**config.mk**
```make
export PLATFORM = sky130hd
export DESIGN_NAME = pll_reprog_seq
export DESIGN_NICKNAME = d
export VERILOG_FILES = /design/src/rtl/pll_seq_pkg.sv /design/src/rtl/pll_range_check.sv /design/src/rtl/pll_poll_timer.sv /design/src/rtl/pll_seq_ctrl.sv /design/src/rtl/pll_reprog_seq.sv
export SDC_FILE = /design/constraint.sdc
export NUM_CORES = 1
export LEC_CHECK = 0
export ABC_AREA = 0
export BUFFER_PORTS_ARGS = -buffer_cell sky130_fd_sc_hd__buf_2
export CAP_MARGIN = 20
export CORE_UTILIZATION = 35
export DETAILED_ROUTE_END_ITERATION = 7
export PLACE_DENSITY_LB_ADDON = 0.08
export SLEW_MARGIN = 20
export SYNTH_ARGS = -nofsm -noshare
export SYNTH_HDL_FRONTEND = slang
export SYNTH_HIERARCHICAL = 1
export SYNTH_SLANG_ARGS = --single-unit
```
**constraint.sdc**
```tcl
create_clock -name clk -period 9.2 [get_ports clk]
set_input_delay 0 -clock clk [delete_from_list [all_inputs] [get_ports clk]]
set_output_delay 0 -clock clk [all_outputs]
set_load 0.01 [all_outputs]
```
**src/rtl/pll_seq_pkg.sv**
```systemverilog
`timescale 1ns/1ps
// Package: shared widths, field positions, legal ranges and state types for
// the PLL reprogramming sequencer. Assumes a 16-bit register bank.
package pll_seq_pkg;
    localparam int DW       = 16;
    localparam int NUM_PLL  = 5;
    localparam int IDX_W    = 3;
    localparam int AW       = IDX_W + 1;
    localparam int REF_W    = 6;
    localparam int FB_W     = 12;
    localparam int PD_W     = 3;

    // Field positions inside the control words and lock/integer flags
    localparam int FB_LSB   = 0;
    localparam int PD1_LSB  = 12;
    localparam int REF_LSB  = 0;
    localparam int PD2_LSB  = 6;
    localparam int LOCK_BIT = 10;
    localparam int INT_BIT  = 12;

    // Legal operating ranges, rates in MHz
    localparam int REF_MHZ  = 24;
    localparam int FB_MIN   = 16;
    localparam int FB_MAX   = 3200;
    localparam int VCO_MIN  = 800;
    localparam int VCO_MAX  = 3200;
    localparam int OUT_MIN  = 16;
    localparam int OUT_MAX  = 3200;

    typedef enum logic [3:0] {
        ST_IDLE, ST_CHECK, ST_RD, ST_CAP, ST_WR,
        ST_POLL, ST_PCAP, ST_GAP, ST_DONE, ST_FAIL
    } seq_state_t;

    typedef enum logic [2:0] {
        STEP_SLOW, STEP_INT, STEP_DIV0, STEP_DIV1, STEP_NORM
    } seq_step_t;

    // Bit position of each PLL's slow/normal flag in the shared mode register
    function automatic logic [3:0] mode_pos(input logic [IDX_W-1:0] idx);
        case (idx)
            3'd0:    return 4'd0;
            3'd1:    return 4'd1;
            3'd2:    return 4'd4;
            3'd3:    return 4'd8;
            3'd4:    return 4'd12;
            default: return 4'd0;
        endcase
    endfunction
endpackage

```
**src/rtl/pll_range_check.sv**
```systemverilog
`timescale 1ns/1ps
// Module: pll_range_check
// Decides whether a latched request names a real PLL and a legal operating
// point. Rate limits are compared by cross-multiplication, so no divider is
// needed. Assumes inputs are stable while the sequencer sits in its check state.
module pll_range_check
    import pll_seq_pkg::*;
(
    input  logic [IDX_W-1:0] idx,
    input  logic [REF_W-1:0] refdiv,
    input  logic [FB_W-1:0]  fbdiv,
    input  logic [PD_W-1:0]  pd1,
    input  logic [PD_W-1:0]  pd2,
    output logic             ok
);
    logic [31:0] fb_rate;
    logic [31:0] ref_v;
    logic [31:0] prod;
    logic        idx_ok, nz_ok, fb_ok, vco_ok, out_ok;

    // Combinational range decision over index, multiplier, VCO and output
    always_comb begin
        fb_rate = 32'(REF_MHZ) * 32'(fbdiv);
        ref_v   = 32'(refdiv);
        prod    = ref_v * 32'(pd1) * 32'(pd2);
        idx_ok  = 32'(idx) < 32'(NUM_PLL);
        nz_ok   = (refdiv != '0) && (pd1 != '0) && (pd2 != '0);
        fb_ok   = (32'(fbdiv) >= 32'(FB_MIN)) && (32'(fbdiv) <= 32'(FB_MAX));
        vco_ok  = (fb_rate >= 32'(VCO_MIN) * ref_v) && (fb_rate <= 32'(VCO_MAX) * ref_v);
        out_ok  = (fb_rate >= 32'(OUT_MIN) * prod) && (fb_rate <= 32'(OUT_MAX) * prod);
        ok      = idx_ok && nz_ok && fb_ok && vco_ok && out_ok;
    end
endmodule

```
**src/rtl/pll_poll_timer.sv**
```systemverilog
`timescale 1ns/1ps
// Module: pll_poll_timer
// Spaces lock samples by POLL_CYCLES idle cycles and counts unlocked samples
// so the sequencer can give up after MAX_POLLS of them. Assumes
// POLL_CYCLES >= 1 and MAX_POLLS >= 1.
module pll_poll_timer #(
    parameter int POLL_CYCLES = 125,
    parameter int MAX_POLLS   = 1000
) (
    input  logic clk,
    input  logic rst_n,
    input  logic clr,
    input  logic gap_load,
    output logic gap_done,
    output logic last_poll
);
    localparam int GW = $clog2(POLL_CYCLES + 1);
    localparam int PW = $clog2(MAX_POLLS + 1);

    logic [GW-1:0] gap_cnt;
    logic [PW-1:0] poll_cnt;

    // Interval down-counter, reloaded after every unlocked sample
    always_ff @(posedge clk) begin
        if (!rst_n)               gap_cnt <= '0;
        else if (gap_load)        gap_cnt <= GW'(POLL_CYCLES);
        else if (gap_cnt != '0)   gap_cnt <= gap_cnt - 1'b1;
    end

    // Unlocked-sample counter, cleared at the start of each request
    always_ff @(posedge clk) begin
        if (!rst_n || clr)        poll_cnt <= '0;
        else if (gap_load)        poll_cnt <= poll_cnt + 1'b1;
    end

    assign gap_done  = (gap_cnt == GW'(1));
    assign last_poll = (poll_cnt == PW'(MAX_POLLS - 1));

    // the interval counter never holds more than one interval
    p_gap_bound_r7: assert property (@(posedge clk) disable iff (!rst_n)
        gap_cnt <= GW'(POLL_CYCLES));
    // the sequencer stops before the sample count passes its limit
    p_poll_bound_r8: assert property (@(posedge clk) disable iff (!rst_n)
        poll_cnt <= PW'(MAX_POLLS - 1));
endmodule

```
**src/rtl/pll_seq_ctrl.sv**
```systemverilog
`timescale 1ns/1ps
// Module: pll_seq_ctrl
// Main sequencer. It latches a request, consults the range checker and then
// walks five read-modify-write steps, with a lock-sample loop between the
// divider writes and the normal-mode write. Assumes read data is valid the
// cycle after reg_rd.
module pll_seq_ctrl
    import pll_seq_pkg::*;
#(
    parameter logic [AW-1:0] MODE_ADDR = '1
) (
    input  logic             clk,
    input  logic             rst_n,
    input  logic             start,
    input  logic [IDX_W-1:0] req_idx,
    input  logic [REF_W-1:0] req_ref,
    input  logic [FB_W-1:0]  req_fb,
    input  logic [PD_W-1:0]  req_pd1,
    input  logic [PD_W-1:0]  req_pd2,
    input  logic             range_ok,
    input  logic             gap_done,
    input  logic             last_poll,
    output logic [IDX_W-1:0] lat_idx,
    output logic [REF_W-1:0] lat_ref,
    output logic [FB_W-1:0]  lat_fb,
    output logic [PD_W-1:0]  lat_pd1,
    output logic [PD_W-1:0]  lat_pd2,
    output logic             tmr_clr,
    output logic             gap_load,
    output logic             busy,
    output logic             done,
    output logic             err,
    output logic [AW-1:0]    reg_addr,
    output logic             reg_rd,
    output logic             reg_wr,
    output logic [DW-1:0]    reg_wdata,
    input  logic [DW-1:0]    reg_rdata
);
    seq_state_t    state;
    seq_step_t     step;
    logic [DW-1:0] mod_data;
    logic [DW-1:0] mode_mask;
    logic [DW-1:0] modified;
    logic          lock_seen;

    assign mode_mask = DW'(1) << mode_pos(lat_idx);
    assign lock_seen = reg_rdata[LOCK_BIT];

    // New register value for the current step, built from the read data
    always_comb begin
        modified = reg_rdata;
        case (step)
            STEP_SLOW: modified = reg_rdata & ~mode_mask;
            STEP_INT:  modified[INT_BIT] = 1'b1;
            STEP_DIV0: begin
                modified[FB_LSB +: FB_W]  = lat_fb;
                modified[PD1_LSB +: PD_W] = lat_pd1;
            end
            STEP_DIV1: begin
                modified[REF_LSB +: REF_W] = lat_ref;
                modified[PD2_LSB +: PD_W]  = lat_pd2;
            end
            default:   modified = reg_rdata | mode_mask;
        endcase
    end

    // Request latch; only an idle sequencer accepts a new request
    always_ff @(posedge clk) begin
        if (!rst_n) begin
            lat_idx <= '0; lat_ref <= '0; lat_fb <= '0; lat_pd1 <= '0; lat_pd2 <= '0;
        end else if (state == ST_IDLE && start) begin
            lat_idx <= req_idx; lat_ref <= req_ref; lat_fb <= req_fb;
            lat_pd1 <= req_pd1; lat_pd2 <= req_pd2;
        end
    end

    // State and step sequencing
    always_ff @(posedge clk) begin
        if (!rst_n) begin
            state    <= ST_IDLE;
            step     <= STEP_SLOW;
            mod_data <= '0;
        end else begin
            case (state)
                ST_IDLE:  if (start) state <= ST_CHECK;
                ST_CHECK: begin
                    step  <= STEP_SLOW;
                    state <= range_ok ? ST_RD : ST_FAIL;
                end
                ST_RD:    state <= ST_CAP;
                ST_CAP: begin
                    mod_data <= modified;
                    state    <= ST_WR;
                end
                ST_WR: begin
                    case (step)
                        STEP_SLOW: begin step <= STEP_INT;  state <= ST_RD; end
                        STEP_INT:  begin step <= STEP_DIV0; state <= ST_RD; end
                        STEP_DIV0: begin step <= STEP_DIV1; state <= ST_RD; end
                        STEP_DIV1: state <= ST_POLL;
                        default:   state <= ST_DONE;
                    endcase
                end
                ST_POLL:  state <= ST_PCAP;
                ST_PCAP: begin
                    if (lock_seen) begin
                        step  <= STEP_NORM;
                        state <= ST_RD;
                    end else if (last_poll) begin
                        state <= ST_FAIL;
                    end else begin
                        state <= ST_GAP;
                    end
                end
                ST_GAP:   if (gap_done) state <= ST_POLL;
                default:  state <= ST_IDLE;
            endcase
        end
    end

    // Register-port and handshake decode
    always_comb begin
        busy      = (state != ST_IDLE);
        done      = (state == ST_DONE) || (state == ST_FAIL);
        err       = (state == ST_FAIL);
        reg_rd    = (state == ST_RD) || (state == ST_POLL);
        reg_wr    = (state == ST_WR);
        reg_wdata = mod_data;
        tmr_clr   = (state == ST_CHECK);
        gap_load  = (state == ST_PCAP) && !lock_seen && !last_poll;
        if (step == STEP_SLOW || step == STEP_NORM) reg_addr = MODE_ADDR;
        else reg_addr = {lat_idx, (step != STEP_DIV0)};
    end

    // one access per cycle on the register port
    p_rw_excl_r11: assert property (@(posedge clk) disable iff (!rst_n)
        !(reg_rd && reg_wr));
    // completion is a single-cycle pulse that ends the busy window
    p_done_pulse_r9: assert property (@(posedge clk) disable iff (!rst_n)
        done |=> (!done && !busy));
    // a checker rejection is never followed by a write
    p_reject_quiet_r1: assert property (@(posedge clk) disable iff (!rst_n)
        (state == ST_CHECK && !range_ok) |=> !reg_wr);
    // the normal-mode step is entered only right after a locked sample
    p_lock_first_r7: assert property (@(posedge clk) disable iff (!rst_n)
        (step == STEP_NORM && !$stable(step)) |-> $past(reg_rdata[LOCK_BIT]));
    // a start while busy leaves the latched request alone
    p_start_ignored_r10: assert property (@(posedge clk) disable iff (!rst_n)
        (busy && start) |=> $stable(lat_idx));
endmodule

```
**src/rtl/pll_reprog_seq.sv**
```systemverilog
`timescale 1ns/1ps
// Module: pll_reprog_seq (top)
// Reprograms one of five integer-mode PLLs through a register-bank port:
// range check, slow mode, integer mode, divider writes, lock sampling,
// normal mode. Assumes a bank with one-cycle read latency.
module pll_reprog_seq
    import pll_seq_pkg::*;
#(
    parameter int              POLL_CYCLES = 125,
    parameter int              MAX_POLLS   = 1000,
    parameter logic [AW-1:0]   MODE_ADDR   = '1
) (
    input  logic             clk,
    input  logic             rst_n,
    input  logic             start,
    input  logic [IDX_W-1:0] req_idx,
    input  logic [REF_W-1:0] req_ref,
    input  logic [FB_W-1:0]  req_fb,
    input  logic [PD_W-1:0]  req_pd1,
    input  logic [PD_W-1:0]  req_pd2,
    output logic             busy,
    output logic             done,
    output logic             err,
    output logic [AW-1:0]    reg_addr,
    output logic             reg_rd,
    output logic             reg_wr,
    output logic [DW-1:0]    reg_wdata,
    input  logic [DW-1:0]    reg_rdata
);
    logic [IDX_W-1:0] lat_idx;
    logic [REF_W-1:0] lat_ref;
    logic [FB_W-1:0]  lat_fb;
    logic [PD_W-1:0]  lat_pd1, lat_pd2;
    logic             range_ok, tmr_clr, gap_load, gap_done, last_poll;

    pll_range_check u_range (
        .idx(lat_idx), .refdiv(lat_ref), .fbdiv(lat_fb),
        .pd1(lat_pd1), .pd2(lat_pd2), .ok(range_ok)
    );

    pll_poll_timer #(.POLL_CYCLES(POLL_CYCLES), .MAX_POLLS(MAX_POLLS)) u_timer (
        .clk(clk), .rst_n(rst_n), .clr(tmr_clr), .gap_load(gap_load),
        .gap_done(gap_done), .last_poll(last_poll)
    );

    pll_seq_ctrl #(.MODE_ADDR(MODE_ADDR)) u_ctrl (
        .clk(clk), .rst_n(rst_n), .start(start),
        .req_idx(req_idx), .req_ref(req_ref), .req_fb(req_fb),
        .req_pd1(req_pd1), .req_pd2(req_pd2),
        .range_ok(range_ok), .gap_done(gap_done), .last_poll(last_poll),
        .lat_idx(lat_idx), .lat_ref(lat_ref), .lat_fb(lat_fb),
        .lat_pd1(lat_pd1), .lat_pd2(lat_pd2),
        .tmr_clr(tmr_clr), .gap_load(gap_load),
        .busy(busy), .done(done), .err(err),
        .reg_addr(reg_addr), .reg_rd(reg_rd), .reg_wr(reg_wr),
        .reg_wdata(reg_wdata), .reg_rdata(reg_rdata)
    );
endmodule

```
==> reports/results.txt <==
For the worst-skew pair, the clock arrives at the later sink with an insertion delay of 0.35 ns. Adding up every negative setup slack in the final design gives 0 ns. Once detail routing completed, the nets flagged for antenna violations numbered 0. The via count of the first global-routing pass is 6,527, and the floorplan die width is 151 µm.

The largest total area in the synthesized netlist belongs to sky130_fd_sc_hd__ha_1. The maximum buffer depth of the clock tree was 2. Yosys attributes the largest share of cell area to sky130_fd_sc_hd__ha_1 (24%), sky130_fd_sc_hd__dfxtp_1 (17%), sky130_fd_sc_hd__nand2_1 (6.1%). Clock-pin slew was measured on the worst setup and hold paths at 0.06 ns. Type of the tightest min-delay check: in2reg. The tools report the proportion of power drawn by the clock network as 34.9%.

For this design, the slowest cell found on the critical path is sky130_fd_sc_hd__dfxtp_1. The HPWL after detailed placement is 16,500 µm. The cell count after synthesis came out at 957.

The vias per cell is 5.08, and the global-route track usage on met2 is 31.4%. Across the run, the number of max-cap violations was 0. The logs give 20,700 µm for the post-detailed-routing wire length and 0.857 ns for the minimum setup slack after placement. TritonCTS created 9 clock buffers. Of the synthesized area, sequential elements account for 17.2%.

The internal portion of the total power is 0.724 mW. The count of final setup violators came out at 0. The worst vdd rail ir drop came out at 94.5 µV. The predominant post-synthesis flop cell is sky130_fd_sc_hd__dfxtp_1. Setup repair after global routing left no endpoint under its margin. In this run the biggest area consumer among cell types represents 24.4% of the synthesized area. The worst path required time was 9.46 ns. The minimum period implied by the final worst setup slack was 8.24 ns.

The busiest layer in global routing was met2. I/O pin count: 71. Global routing finished with a remaining overflow of 0. Along the worst path, the maximum fanout reaches 12. The repair_antennas step left the layout with diodes totalling 0.

The residual DRC count was 0; the number of warnings printed during yosys synthesis was 6. Violation count after the first detailed-route iteration: 181. The classification of the worst setup path was reg2reg. The run finished with clean final reports.

The run gives 7780 µm² as the post-synth design cell area. The first global-routing pass estimated 33,200 µm of wire. The worst setup skew after layout came out at 0.00867 ns. Across all setup checks in the final design, the least slack found is 0.962 ns. The worst setup path is launched from a register.

For the final core utilization, the log shows 41.3%. After the last flow step, the layout net total stands at 1,264. The clock tree root buffer cell was sky130_fd_sc_hd__clkbuf_16. For this design the static power due to leakage is 4.29 nW. Number of unique standard cell types used by synthesis: 78. For the post-cts gate resize count, the log shows 0. The fraction of final layout cells with drive strength greater than 1 is 11.6%, and the number of optimization iterations in the first detailed-route pass is 4. The met1 usage in global routing came out at 24.6%. The initial utilization of the core area, before any placement, comes to 35.6%. In the final routed layout, each cell accounts on average for 15.6 µm. Entering global routing, the biggest net connects 34 pins. Count of flip-flops with a built-in enable after synthesis: 0. The depth of the CTS H-tree was 3; the headroom to the max-slew limit was 35.6%. When the netlist entered floorplanning its net count stood at 1,177. TritonCTS built the clock tree. The area growth from synthesis to layout came out at 15.9%. From bottom edge to top edge, the die measures 151 µm. The register bit total from synthesis was 67; the total number of clock tree sinks was 67. Summed over all nets, the switching power comes to 0.375 mW. The floorplan step defined a die boundary enclosing 22,800 µm².

Buffers placed on the I/O ports in this run total 70. The signal arrival time at the worst endpoint was 8.50 ns; the number of antenna violations at the first check in global routing was 1. After synthesis, the share of flip-flops with an asynchronous set or reset is 0%.

Registers are responsible for 32.3% of the overall power. Averaged over all synthesized cells, the footprint is 8.13 µm². The power density over the cells was 122 nW/µm²; the area inside the core boundary was 21,800 µm². The global routing met3 resource utilization was 3.34%; the global placement routability congestion was 0.786. The run gives 0.121 GHz as the maximum achievable frequency. Combinational logic is responsible for 32.8% of the overall power. The routed layout has 6,755 vias. The post-route clock period utilization is 89.5%. The commonest cells after synthesis are sky130_fd_sc_hd__ha_1 (152), sky130_fd_sc_hd__nand2_1 (127), sky130_fd_sc_hd__inv_1 (98), sky130_fd_sc_hd__a21oi_1 (81), sky130_fd_sc_hd__dfxtp_1 (67). The most repeated cell in the gate-level netlist after synthesis was sky130_fd_sc_hd__ha_1. The worst setup path is captured at a register. Net switching is 34.2% of the power. The global router's overall resource usage is 18.8%, and the hold violation total from the final report is 0.

For the site row count, the log shows 54. The slew at the pin with the worst max-slew slack is 0.964 ns, and the biggest cell delay along the critical path is 0.57 ns. The number of pins with negative max-slew slack in the final report was 0.
[per-layer routing]
metal	routed length [µm]	part of all wire [%]
met5	15	0.072
met1	9900	48
met2	9900	48
met4	286	1.4
met3	597	2.9
[cell usage in the layout (no fill, tap or decap), drive strengths merged, types with 9 or more instances in the layout]
| cell type | count |
|---|---|
| buf | 73 |
| dfxtp | 67 |
| o21ai | 24 |
| nand2b | 9 |
| a21o | 14 |
| a21oi | 86 |
| o31ai | 9 |
| xnor2 | 17 |
| and2 | 16 |
| clkbuf | 11 |
| fa | 22 |
| nand3 | 25 |
| nor2b | 13 |
| a211oi | 12 |
| nor2 | 49 |
| and3 | 13 |
| nor3 | 15 |
| mux2i | 17 |
| inv | 100 |
| nand2 | 127 |
| dlygate4sd3 | 36 |
| xor2 | 20 |
| ha | 152 |
[metrics by stage]
| step | cell area (µm²) | power (mW) | std cells | hold WS (ns) |
|---|---|---|---|---|
| after global placement | 8320 | 0.712 | 1276 | 0.251 |
| final | 9020 | 1.10 | 1329 | 0.0169 |
| after global routing | 9020 | 1.18 | 1329 | 0.0307 |
| after detailed placement | 8320 | 0.709 | 1276 | 0.250 |
| after CTS | 9000 | 1.11 | 1328 | 0.00612 |
| after floorplan | 7780 | 0.611 | 957 | 0.128 |
[logic make-up (layout without fill, tap and decap cells)]
kind of cell	Yosys count	count (layout)	synth area share, %
compound gates	214	214	18.6
xor+xnor	37	37	4.17
fa+ha+maj	174	174	30.1
buf+inv	132	224	7.14
flops	67	67	17.2
mux	18	18	2.33
simple gates	315	315	20.4
[sequential cells by signal (all words and copies together) (netlist names)]
register,flops
u_ctrl/lat_ref,6
u_ctrl/lat_pd1,3
u_ctrl/lat_fb,12
u_ctrl/step,3
u_timer/poll_cnt,10
u_ctrl/lat_idx,3
u_ctrl/state,4
u_ctrl/lat_pd2,3
u_timer/gap_cnt,7
u_ctrl/reg_wdata,16
[power groups by stage]
stage	Sequential, mW	Combinational, mW	Clock, mW
2_1_floorplan	0.342	0.269	0
3_3_place_gp	0.362	0.349	0
3_5_place_dp	0.361	0.348	0
4_1_cts	0.355	0.362	0.395
5_1_grt	0.360	0.413	0.407
6_report	0.355	0.360	0.384
[path summary, 6_finish.rpt]
kind,startpoint,cells after the start,endpoint,slack (ns)
setup / recovery,u_ctrl/lat_ref[0]$_SDFFE_PN0P_,34,u_ctrl/state[0]$_SDFFE_PN0P_,0.96
hold / removal,reg_rdata[1],3,u_ctrl/reg_wdata[1]$_SDFFE_PN0N_,0.02
setup reg to reg,u_ctrl/lat_ref[0]$_SDFFE_PN0P_,34,u_ctrl/state[0]$_SDFFE_PN0P_,0.96
hold reg to reg,u_ctrl/reg_wdata[6]$_SDFFE_PN0N_,2,u_ctrl/reg_wdata[6]$_SDFFE_PN0N_,0.46
[final cells by class]
cell class | instances | area [µm²]
Fill cell | 2268 | 12800
Multi-Input combinational cell | 758 | 5880
Sequential cell | 67 | 1340
Timing Repair Buffer | 109 | 741
Inverter | 99 | 377
Tap cell | 280 | 350
Clock buffer | 11 | 243
Clock inverter | 5 | 85.1
[critical path, delay by kind of cell (launching register included)]
family          cells  cell delay (ns)
xor+xnor            2             0.57
simple gates        8             1.08
fa+ha+maj           9             3.38
flops               1             0.57
buf+inv             5             0.29
compound gates      9             1.91
mux                 1             0.34
[repair_timing]
item / in CTS / in global routing
hold endpoints to repair: 36 / 0
endpoints found under the setup margin: 0 / 0
hold buffers: 36 / 0
setup buffers: 0 / 0
Note: power is estimated with default switching activity, not from simulation.
